**src/rtl/ide_bridge_pkg.sv**
```systemverilog
package ide_bridge_pkg;

    typedef enum logic [1:0] {
        SZ_BYTE = 2'd0,
        SZ_HALF = 2'd1,
        SZ_WORD = 2'd2,
        SZ_RSVD = 2'd3
    } acc_size_e;

    typedef enum logic [1:0] {
        ST_RST,
        ST_IDLE,
        ST_WAIT,
        ST_RESP
    } brg_state_e;

    localparam logic [3:0] REG_DATA = 4'd0;
    localparam logic [3:0] REG_CTRL = 4'd8;

    typedef struct packed {
        logic       hit;
        logic [3:0] code;
    } route_t;

endpackage

```
**src/rtl/ide_addr_decode.sv**
```systemverilog
module ide_addr_decode
    import ide_bridge_pkg::*;
#(
    parameter int ADDR_W      = 16,
    parameter int WIN_BITS    = 12,
    parameter int STRIDE_BITS = 4,
    parameter int TF_LAST     = 7,
    parameter int CTRL_IDX_A  = 8,
    parameter int CTRL_IDX_B  = 22
) (
    input  logic [ADDR_W-1:0] addr,
    input  logic [1:0]        size,
    output route_t            route
);

    localparam int IDX_W = WIN_BITS - STRIDE_BITS;

    logic [IDX_W-1:0] idx;
    logic             is_tf;
    logic             is_ctrl;
    logic             is_data;

    assign idx     = addr[WIN_BITS-1:STRIDE_BITS];
    assign is_tf   = (idx >= IDX_W'(1)) && (idx <= IDX_W'(TF_LAST));
    assign is_ctrl = (idx == IDX_W'(CTRL_IDX_A)) || (idx == IDX_W'(CTRL_IDX_B));
    assign is_data = (idx == '0);

    always_comb begin
        route = '0;
        unique case (acc_size_e'(size))
            SZ_BYTE: begin
                if (is_tf) begin
                    route.hit  = 1'b1;
                    route.code = idx[3:0];
                end else if (is_ctrl) begin
                    route.hit  = 1'b1;
                    route.code = REG_CTRL;
                end
            end
            SZ_HALF, SZ_WORD: begin
                if (is_data) begin
                    route.hit  = 1'b1;
                    route.code = REG_DATA;
                end
            end
            default: route = '0;
        endcase
    end

endmodule

```
**src/rtl/ide_lane_swap.sv**
```systemverilog
module ide_lane_swap #(
    parameter int DATA_W = 32
) (
    input  logic [DATA_W-1:0] din,
    input  logic [1:0]        size,
    output logic [DATA_W-1:0] dout
);

    localparam int NB = DATA_W / 8;

    for (genvar i = 0; i < NB; i++) begin : g_lane
        logic [7:0] lane;
        if (i == 0) begin : g_l0
            always_comb begin
                unique case (size)
                    2'd0:    lane = din[7:0];
                    2'd1:    lane = din[15:8];
                    2'd2:    lane = din[8*(NB-1) +: 8];
                    default: lane = 8'h00;
                endcase
            end
        end else if (i == 1) begin : g_l1
            always_comb begin
                unique case (size)
                    2'd1:    lane = din[7:0];
                    2'd2:    lane = din[8*(NB-2) +: 8];
                    default: lane = 8'h00;
                endcase
            end
        end else begin : g_ln
            always_comb begin
                unique case (size)
                    2'd2:    lane = din[8*(NB-1-i) +: 8];
                    default: lane = 8'h00;
                endcase
            end
        end
        assign dout[8*i +: 8] = lane;
    end

endmodule

```
**src/rtl/ide_bridge_fsm.sv**
```systemverilog
module ide_bridge_fsm
    import ide_bridge_pkg::*;
(
    input  logic       clk,
    input  logic       rst_n,
    input  logic       bus_valid,
    input  logic       hit,
    input  logic       ide_ack,
    output brg_state_e state,
    output logic       load_req,
    output logic       load_miss,
    output logic       cap_rd
);

    brg_state_e state_q;
    brg_state_e state_d;

    always_ff @(posedge clk) begin
        if (!rst_n) state_q <= ST_RST;
        else        state_q <= state_d;
    end

    always_comb begin
        state_d = state_q;
        unique case (state_q)
            ST_RST:  state_d = ST_IDLE;
            ST_IDLE: if (bus_valid) state_d = hit ? ST_WAIT : ST_RESP;
            ST_WAIT: if (ide_ack)   state_d = ST_RESP;
            ST_RESP: state_d = ST_IDLE;
            default: state_d = ST_RST;
        endcase
    end

    always_comb begin
        load_req  = 1'b0;
        load_miss = 1'b0;
        cap_rd    = 1'b0;
        unique case (state_q)
            ST_IDLE: begin
                load_req  = bus_valid && hit;
                load_miss = bus_valid && !hit;
            end
            ST_WAIT: cap_rd = ide_ack;
            default: ;
        endcase
    end

    assign state = state_q;

endmodule

```
**src/rtl/ide_mmio_bridge.sv**
```systemverilog
module ide_mmio_bridge
    import ide_bridge_pkg::*;
#(
    parameter int ADDR_W      = 16,
    parameter int DATA_W      = 32,
    parameter int WIN_BITS    = 12,
    parameter int STRIDE_BITS = 4,
    parameter int CTRL_IDX_A  = 8,
    parameter int CTRL_IDX_B  = 22
) (
    input  logic              clk,
    input  logic              rst_n,
    input  logic              bus_valid,
    input  logic [ADDR_W-1:0] bus_addr,
    input  logic [1:0]        bus_size,
    input  logic              bus_we,
    input  logic [DATA_W-1:0] bus_wdata,
    output logic              bus_ready,
    output logic [DATA_W-1:0] bus_rdata,
    output logic              ide_req,
    output logic              ide_we,
    output logic [3:0]        ide_reg,
    output logic [1:0]        ide_width,
    output logic [DATA_W-1:0] ide_wdata,
    input  logic [DATA_W-1:0] ide_rdata,
    input  logic              ide_ack,
    output logic              ide_reset
);

    localparam logic [DATA_W-1:0] FILL_BYTE = {{(DATA_W-8){1'b0}}, 8'hFF};
    localparam logic [DATA_W-1:0] FILL_HALF = {{(DATA_W-16){1'b0}}, 16'hFFFF};
    localparam logic [DATA_W-1:0] FILL_WORD = '1;

    route_t            route;
    brg_state_e        state;
    logic              load_req;
    logic              load_miss;
    logic              cap_rd;
    logic [DATA_W-1:0] wr_swapped;
    logic [DATA_W-1:0] rd_swapped;
    logic [DATA_W-1:0] fill;

    logic              we_q;
    logic [3:0]        reg_q;
    logic [1:0]        size_q;
    logic [DATA_W-1:0] wdata_q;
    logic [DATA_W-1:0] rdata_q;

    ide_addr_decode #(
        .ADDR_W     (ADDR_W),
        .WIN_BITS   (WIN_BITS),
        .STRIDE_BITS(STRIDE_BITS),
        .TF_LAST    (7),
        .CTRL_IDX_A (CTRL_IDX_A),
        .CTRL_IDX_B (CTRL_IDX_B)
    ) decode_i (
        .addr (bus_addr),
        .size (bus_size),
        .route(route)
    );

    ide_lane_swap #(.DATA_W(DATA_W)) wr_swap_i (
        .din (bus_wdata),
        .size(bus_size),
        .dout(wr_swapped)
    );

    ide_lane_swap #(.DATA_W(DATA_W)) rd_swap_i (
        .din (ide_rdata),
        .size(size_q),
        .dout(rd_swapped)
    );

    ide_bridge_fsm fsm_i (
        .clk      (clk),
        .rst_n    (rst_n),
        .bus_valid(bus_valid),
        .hit      (route.hit),
        .ide_ack  (ide_ack),
        .state    (state),
        .load_req (load_req),
        .load_miss(load_miss),
        .cap_rd   (cap_rd)
    );

    always_comb begin
        unique case (acc_size_e'(bus_size))
            SZ_BYTE: fill = FILL_BYTE;
            SZ_HALF: fill = FILL_HALF;
            default: fill = FILL_WORD;
        endcase
    end

    always_ff @(posedge clk) begin
        if (!rst_n) begin
            we_q    <= 1'b0;
            reg_q   <= '0;
            size_q  <= '0;
            wdata_q <= '0;
            rdata_q <= '0;
        end else begin
            if (load_req) begin
                we_q    <= bus_we;
                reg_q   <= route.code;
                size_q  <= bus_size;
                wdata_q <= wr_swapped;
            end
            if (load_miss) begin
                rdata_q <= bus_we ? '0 : fill;
            end
            if (cap_rd) begin
                rdata_q <= we_q ? '0 : rd_swapped;
            end
        end
    end

    assign ide_req   = (state == ST_WAIT);
    assign bus_ready = (state == ST_RESP);
    assign ide_reset = (state == ST_RST);
    assign ide_we    = we_q;
    assign ide_reg   = reg_q;
    assign ide_width = size_q;
    assign ide_wdata = wdata_q;
    assign bus_rdata = rdata_q;

endmodule

```
**config.mk**
```make
export PLATFORM = sky130hd
export DESIGN_NAME = ide_mmio_bridge
export DESIGN_NICKNAME = d
export VERILOG_FILES = /design/src/rtl/ide_bridge_pkg.sv /design/src/rtl/ide_addr_decode.sv /design/src/rtl/ide_lane_swap.sv /design/src/rtl/ide_bridge_fsm.sv /design/src/rtl/ide_mmio_bridge.sv
export SDC_FILE = /design/constraint.sdc
export NUM_CORES = 1
export LEC_CHECK = 0
export ABC_AREA = 1
export BUFFER_PORTS_ARGS = -buffer_cell sky130_fd_sc_hd__buf_2
export CAP_MARGIN = 20
export CORE_ASPECT_RATIO = 0.8
export CORE_MARGIN = 2
export CORE_UTILIZATION = 45
export CTS_CLUSTER_SIZE = 14
export DETAILED_ROUTE_END_ITERATION = 8
export GPL_ROUTABILITY_DRIVEN = 0
export PLACE_DENSITY = 0.77
export REMOVE_ABC_BUFFERS = 1
export SETUP_SLACK_MARGIN = 0.4
export SLEW_MARGIN = 20
export SYNTH_ARGS = -nofsm -noshare
export SYNTH_HDL_FRONTEND = slang
export SYNTH_SLANG_ARGS = --single-unit
```
**constraint.sdc**
```tcl
create_clock -name clk -period 1.86 [get_ports clk]
set_input_delay 0.465 -clock clk [delete_from_list [all_inputs] [get_ports clk]]
set_output_delay 0.465 -clock clk [all_outputs]
set_load 0.05 [all_outputs]
```
# Word-level counts from Yosys, hierarchy flattened

Cells that the tools add are included.
Widths: inputs -> output; s select.

Order comparisons: 2
Eq/ne operators: 11
Multiplexer cells: 24
Reductions and logical operators: 13

Operator list:

| cell               | number |
|---|---|
| $mux 32            | 4 |
| $pmux 32 s2        | 1 |
| $pmux 8 s3         | 2 |
| $mux 8             | 4 |
| $pmux 8 s2         | 2 |
| $mux 5             | 3 |
| $pmux 5 s2         | 1 |
| $eq 2x2->1 const B | 4 |
| $eq 8x4->1 const B | 1 |
| $eq 8x5->1 const B | 1 |
| $ge 8x1->1 const B | 1 |
| $le 8x3->1 const B | 1 |
| $logic_not 8->1    | 1 |
| $eq 2x1->1 const B | 3 |
| $logic_not 2->1    | 3 |
| $pmux 2 s3         | 1 |
| $mux 1             | 4 |
| $mux 2             | 2 |
| $reduce_or 2->1    | 2 |
| $logic_and 1x1->1  | 3 |
| $ne 2x1->1 const B | 1 |
| $ne 2x2->1 const B | 1 |
| $reduce_and 2->1   | 1 |
| $reduce_bool 2->1  | 1 |
| 2 further kinds    | 2 |

Register bits after elaboration: 73
Input bits: 87
Output and inout bits: 74
Word-level logic and storage cells: 56

# Longest topological paths before layout

Gate-level depths: netlist of run 1.

Word-level depth: 10
Gate-level depth with buffers: 12
Mapped depth without buffers: 11

# By module

Synthesis of run 1 repeated with hierarchy kept, for this count alone.

Cell total of the unflattened synthesis: 719
Area total of the unflattened synthesis: 4,347.9 um2

By module, submodules not included:

| module          | times used | cells an instance | area each (um2) | seq. area each (um2) |
|---|---|---|---|---|
| ide_mmio_bridge | 1          | 413               | 2,944.1         | 1,421.4 |
| ide_lane_swap   | 2          | 118               | 519.2           | 0.0 |
| ide_addr_decode | 1          | 43                | 193.9           | 0.0 |
| ide_bridge_fsm  | 1          | 27                | 171.4           | 40.0 |

# Worst setup path before layout of run 1

Ideal clock, no wire load.

Path type: register to register
Start: register fsm_i.state_q[0] (netlist: fsm_i.state[0])
End: register rdata_q[30] (netlist: bus_rdata[30])
Setup time: 115 ps
Arrival time: 1,853 ps
Required time: 1,745 ps
Slack: -108 ps
Cell stages (with the launch flop): 11
Path buffers: 2
Clock period less this slack: 1,968 ps
Cells stage by stage: dfxtp_1 > inv_1 > ha_1 > nand2_1 > nand3_4 > or2_1 > buf_2 > buf_6 > o21ai_0 > a21oi_1 > nor2_1

Longest elaborated chain between the ends: 3
Elaborated cells between the ends (all ways): 6
Classes of those cells: 2 x eq/ne; 3 x mux; 1 x reduce/logical

RTL lines:

| what                                                | line                   | source |
|---|---|---|
| start, declared                                     | ide_bridge_fsm.sv:15   | `brg_state_e state_q;` |
| start signal, assigned                              | ide_bridge_fsm.sv:20   | `else state_q <= state_d;` |
| $eq 2x2->1 (*)                                      | n/a                    |  |
| named net ide_req                                   | ide_mmio_bridge.sv:20  | `output logic ide_req,` |
| $mux 1 (*)                                          | ide_bridge_fsm.sv:38   | `unique case (state_q)` |
| $mux 32 / $reduce_bool 2->1 (equally long branches) | n/a                    |  |
| end signal, assigned                                | ide_mmio_bridge.sv:109 | `rdata_q <= bus_we ? '0 : fill;` |
| end signal, assigned                                | ide_mmio_bridge.sv:112 | `rdata_q <= we_q ? '0 : rd_swapped;` |
| end, declared                                       | ide_mmio_bridge.sv:47  | `logic [DATA_W-1:0] rdata_q;` |

Mark *: on every way through the listed nets, which the timed path passes. The rest lies on a longest branch.
A chain may end at the register's enable or synchronous reset.

# Final worst setup path of run 1

Start: input bus_addr[4]
End: register rdata_q[12] (netlist: bus_rdata[12])

Longest elaborated chain between the ends: 9
Elaborated cells between the ends (all ways): 15
Classes of those cells: 2 x order compare; 2 x eq/ne; 5 x mux; 6 x reduce/logical

RTL lines:

| what                                               | line                  | source |
|---|---|---|
| start, declared                                    | ide_mmio_bridge.sv:14 | `input logic [ADDR_W-1:0] bus_addr,` |
| branches (longest 4 deep; another with $ge 8x1->1) | n/a                   |  |
| $pmux 5 s2 (*)                                     | ide_addr_decode.sv:30 | `unique case (acc_size_e'(size))` |
| $logic_not 1->1 (*)                                | ide_bridge_fsm.sv:41  | `load_miss = bus_valid && !hit;` |
| $logic_and 1x1->1 (*)                              | ide_bridge_fsm.sv:41  |  |
| $mux 1 (*)                                         | ide_bridge_fsm.sv:38  |  |
| $reduce_bool 2->1 (no source line) (*)             | n/a                   |  |

Every way passes the cells marked *.

==> results.ini, run 1 <==
[status]
status=complete, no violations

[sta]
period_needed_ns=1.58
worst_pin_slew_ns=0.393
maxSlewHeadroom=0.738
post-route-period-util=0.848
setup_tns_ns=0
finClkSkew_ns=0.00689
rsz0062_at_grt=yes
hold_viol=0
hold_ws_ns=0.477
setup_violations=0
fmax_ghz=0.634
slew_viol_final=0

[worst_setup_path]
crit_type=in2reg
worstSetupStartpointType=primary input
cp_slowest_cell=clkbuf_16
arrival_ns=1.80
path_cells=buf_8 -> nor2_4 -> nand2_4 -> nand3_4 -> nand3_4 -> nand2_8 -> nand3_4 -> clkbuf_16 -> a21oi_2 -> nor2_1
end_kind=flip-flop
crit_required_ns=2.09
cpPeakStageDelay_ns=0.25
crit_path_frequent_cell=nand3_4
critPathMaxFanout=8

[synthesis]
syn_inst=658
yosysSeqAreaShare=0.336
synth_largest_area_cell=dfxtp_1
yosysTopAreaCellShare=0.336
synth_edf_count=0
synth.area.top_cells=dfxtp_1, nand2_1, nand3_1
ys.flop_type=dfxtp_1
syn_area_um2=4350
synth_warnings=0
syn-mean-instance-area_um2=6.61
async_flop_share=0
ys_seq_elements=73
synth.most_common_cell=nand2_1
synth_cell_types=28
synth.top_cells.by_count=nand2_1, nand3_1, a21oi_1

[grt]
grt_pass1_wl_um=20300
grt_antenna_before_repair=0
globalRouteOverflowTotal=0
grtUsageTotal=0.239
first_global_vias=4425
grt_max_degree=74

[drt]
viasPerCell=5.66
firstDrtPassIters=5
vias=5420
antenna_left=0
finalWirelength_um=17000
wire_per_inst_um=17.7
initialDrtViolationCount=589
drc=0

[power_and_ir_drop]
clkPwrFrac=0.329
p_total_w=0.00529
irDropWorstVdd_mv=0.446
power.leakage_nw=3.39
combPwrFrac=0.343
swShare=0.362
p_sw_w=0.00192
p_int_w=0.00338
power.density_nw_per_um2=758
pwr-share-seq=0.329

[clock_network]
cts_tree=built
cts-hold-fix-buffers=0
numCtsBuffers=9
cts_sinks=73
clk_path_buf_depth=2
cts_root_buf=clkbuf_16
cts.reportedPaths.clkPinSlew_ns=0.06
htreeDepth=3
clk_latency_ns=0.34

[die]
dieWidth_um=114
floorplan.io_pins=161
start_util=0.456
die_area_um2=10500
fp-row-count=32
core_um2=9530
die_h_um=91.9

[layout]
fillCellCount=665
multi_input_area_um2=2990
diodes=0
fin_nets=933
fin_cells=957
layout-drive-gt1-share=0.433
syn2layout_area_growth_pct=60.7
seq_area_um2=1470
fin_area_um2=6980

[placement]
place_hpwl_um=8650
port-buffer-count=152
place_area_um2=5220
dp.cells=900

[hold_path]
hold_path_class=reg2reg

[job]
cap_violations=0

==> stage by stage <==
stage,utilization,setup WS [ns]
detailed placement,0.548,-0.0404
CTS,0.601,0.321
global route,0.733,0.231
global placement,0.548,-0.00526
finish,0.733,0.283
floorplan,-,-1.46
==> path summary, 6_finish.rpt <==
kind                                     start             to  slack [ns]  cells after the start
worst max-delay path               bus_addr[4]  bus_rdata[12]        0.28                     10
worst min-delay path             ide_wdata[28]  ide_wdata[28]        0.48                      2
worst max register to register  fsm_i.state[0]  bus_rdata[12]        0.30                      8
worst min register to register   ide_wdata[28]  ide_wdata[28]        0.48                      2
==> kinds of logic (layout without fill, tap and decap cells) <==
kind of cell | Yosys count | after routing | synth area share
flip-flops | 73 | 73 | 0.336
buffers and inverters | 114 | 293 | 0.127
AND/OR/NAND/NOR | 322 | 323 | 0.322
adder cells (fa/ha/maj) | 13 | 13 | 0.0374
AO/OA/AOI/OAI | 136 | 136 | 0.178
==> what timing repair did <==
item,CTS,global route
setup endpoints to repair,77,77
setup buffers,4,13
gates resized for setup,37,187
pin swaps,3,40
cloned,2,22
==> layout by cell type (no fill, tap or decap), types with 26 or more instances in the layout <==
| cell | netlist | layout |
|---|---|---|
| nand2_1 | 140 | 131 |
| nand3_2 | 2 | 26 |
| nand3_1 | 86 | 60 |
| buf_4 | 3 | 26 |
| a21oi_1 | 84 | 38 |
| buf_2 | 14 | 137 |
| dfxtp_1 | 73 | 68 |
| inv_1 | 60 | 48 |
| a21oi_2 | 0 | 38 |
| nor2_1 | 79 | 74 |
==> power by group through the flow <==
stage          Combinational [W]  Sequential, W  Clock, W
2_1_floorplan           0.000545        0.00211         0
3_3_place_gp             0.00130        0.00176         0
3_5_place_dp             0.00133        0.00176         0
4_1_cts                  0.00143        0.00174   0.00176
5_1_grt                  0.00192        0.00175   0.00182
6_report                 0.00181        0.00174   0.00174
==> final cells by class <==
type                            instances  share of cell area
Clock buffer                            9              0.0322
Clock inverter                          7              0.0102
Inverter                               61              0.0364
Tap cell                              119              0.0213
Sequential cell                        73               0.211
Timing Repair Buffer                  216               0.260
Multi-Input combinational cell        472               0.429
==> worst max-delay path, delay by kind of cell <==
family,cells,cell delay (ns)
buffers and inverters,2,0.35
AO/OA/AOI/OAI,1,0.14
AND/OR/NAND/NOR,7,0.82
==> layer usage <==
layer,GRT usage,vias up,part of all wire
li1,-,2497,-
met1,0.295,2483,0.39
met2,0.407,372,0.48
met3,0.0635,68,0.10
met4,0.0772,0,0.032
met5,0,-,0
No activity file was read; power rests on OpenSTA's default activity.
==> inputs of run 2 (changes only) <==
- ABC_AREA: 1 -> 0
- CORE_UTILIZATION: 45 -> 48
- PLACE_DENSITY: 0.77 -> 0.81
- clock period: 1.86 -> 1.5 ns (I/O delays scaled with it)
==> run 2 against run 1 <==
Compared with the run above:
- critical endpoint is now bus_rdata[31]
- register-to-register slack worse by 0.58 ns
- the run now ends with negative setup slack left
- clock skew rose by 0.0027 ns
- largest power group is now sequential cells
- utilization rose by 16 points
- hold slack got worse by 0.21 ns
- die area fell by 20%
==> results.ini, run 2 <==
[job]
cap_violations=0

[layout]
seq_area_um2=1560
syn2layout_area_growth_pct=79.8
fin_nets=724
final_common_cell=nand2_1
fillCellCount=320
multi_input_area_um2=2260
diodes=0
layout_common_cells=nand2_1, buf_8, buf_2
utilization=0.890
layout-drive-gt1-share=0.591

[clock_network]
cts-hold-fix-buffers=0
clk_latency_ns=0.36
clk_path_buf_depth=2
htreeDepth=3
numCtsBuffers=9
cts_sinks=73
cts_tree=built
cts.reportedPaths.clkPinSlew_ns=0.09
cts_root_buf=clkbuf_8

[synthesis]
async_flop_share=0
ys_seq_elements=73
yosysSeqAreaShare=0.399
synth_edf_count=0
synth_cell_types=37
synth.most_common_cell=nand2_1
syn-mean-instance-area_um2=8.71
yosysTopAreaCellShare=0.399
synth.area.top_cells=dfxtp_1, mux2i_1, nand2_1
synth_warnings=0
syn_area_um2=3660
ys.flop_type=dfxtp_1
synth.top_cells.by_count=nand2_1, dfxtp_1, mux2i_1
synth_largest_area_cell=dfxtp_1
syn_inst=420

[drt]
finalWirelength_um=15600
antenna_left=0
firstDrtPassIters=8
vias=4532
wire_per_inst_um=21.3
initialDrtViolationCount=582
viasPerCell=6.17
drc=0

[grt]
grt_pass1_wl_um=21500
grt_antenna_before_repair=0
globalRouteOverflowTotal=0
first_global_vias=4368
grtUsageTotal=0.332
grt_max_degree=46

[worst_setup_path]
r2r-end=ide_we
worst-r2r-setup-slack_ns=-0.28
critPathMaxFanout=8
crit_type=in2reg
end_kind=flip-flop
r2r-start=fsm_i.state[1]
cp_slowest_cell=and4b_2
cpPeakStageDelay_ns=0.37
crit_required_ns=1.74
r2r_cells=6
arrival_ns=2.18
worstSetupStartpointType=primary input
worst-path-buf-inv=5
cpLargestDelayFamily=buffers and inverters
path_cells=buf_2 -> nor2_1 -> and4b_2 -> o21ai_2 -> buf_4 -> o211ai_1 -> buf_4 -> buf_12 -> buf_16 -> a22oi_2
worst-path-stages=10
crit_path_frequent_cell=buf_4

[hold_path]
hold_path_end=bus_rdata[17]
hold_start=ide_rdata[9]
whs_path_depth=3
hold_path_class=in2reg

[placement]
place_hpwl_um=8080
port-buffer-count=152

[die]
die_area_um2=8340
floorplan.io_pins=161
fp-row-count=28
die_h_um=82.1
dieWidth_um=102
start_util=0.495
core_um2=7390

[status]
status=complete, but fails checks
violations=negative setup slack

[sta]
setup_violations=74
post-route-period-util=1.29
period_needed_ns=1.94
maxSlewHeadroom=0.722
fmax_ghz=0.516
finClkSkew_ns=0.00962
worst_pin_slew_ns=0.417
worst_slack_ns=-0.440
hold_viol=0
slew_viol_final=0
setup_tns_ns=-26.42
rsz0062_at_grt=yes

[power_and_ir_drop]
irDropWorstVdd_mv=0.891
power.leakage_nw=2.99
p_total_w=0.00596
power.density_nw_per_um2=905

## run 2: cell count changes in the layout (fill, tap and decap cells not counted), moves of 37 or more
cell	previous run	this run
a21oi_2	38	0
nand2_1	131	78
buf_2	137	74
nand3_1	60	19
nor2_1	74	3
dfxtp_1	68	0
a21oi_1	38	1
mux2i_1	0	38
buf_8	5	75
dfxtp_2	3	69
inv_1	48	4
## run 2: worst max-delay path by stage
stage,start,end,slack (ns)
after floorplan,bus_size[0],ide_reg[0],-1.35
after global placement,bus_size[0],ide_wdata[6],-0.63
after detailed placement,bus_size[0],ide_wdata[12],-0.70
after CTS,bus_size[0],ide_wdata[12],-0.14
after global routing,bus_addr[7],bus_rdata[31],-0.45
final,bus_addr[7],bus_rdata[31],-0.44
## run 2: repair_timing
item,CTS,global route
pin swaps,9,12
cloned,5,0
buffers inserted,8,15
setup endpoints to repair,147,147
resized for setup,351,33
## run 2: power breakdown
part | leakage (nW) | total (W) | internal [W] | switching, W
registers | 0.628 | 0.00223 | 0.00210 | 0.000127
logic | 2.25 | 0.00195 | 0.000880 | 0.00107
clock network | 0.107 | 0.00178 | 0.000947 | 0.000834
## run 2: per-layer routing
layer,up-vias,GRT usage,part of all wire
met2,356,0.574,0.51
met5,-,0,0
met3,87,0.0859,0.086
met4,0,0.185,0.051
li1,1950,-,-
met1,2139,0.377,0.35
## run 2: worst register-to-register path: cells and delay by family (launching register included)
kind	cells	cell delay (ns)
AND/OR/NAND/NOR	2	0.62
flip-flops	1	0.36
buffers and inverters	2	0.29
multiplexers	1	0.21
adder cells (fa/ha/maj)	1	0.20
## run 2: cell families after synthesis
group           Yosys count  share of synthesized area
flops                    73                      0.399
buf+inv                  44                     0.0499
fa+ha+maj                13                     0.0444
mux                      39                      0.107
compound gates          111                      0.219
simple gates            140                      0.181
## run 2: layout make-up
type,count,area share
Tap cell,105,0.0200
Multi-Input combinational cell,303,0.343
Clock buffer,10,0.0194
Timing Repair Buffer,229,0.361
Clock inverter,6,0.0137
Inverter,8,0.00570
Sequential cell,73,0.237
## run 2: metrics by stage
| step | cell area (µm²) | hold slack [ns] | setup WS (ns) | std cells |
|---|---|---|---|---|
| 2_1_floorplan | 3510 | 0.503 | -1.35 | 384 |
| 3_3_place_gp | 4830 | 0.442 | -0.628 | 690 |
| 3_5_place_dp | 4830 | 0.450 | -0.699 | 690 |
| 4_1_cts | 6310 | 0.267 | -0.139 | 719 |
| 5_1_grt | 6580 | 0.267 | -0.451 | 734 |
| 6_report | 6580 | 0.264 | -0.440 | 734 |
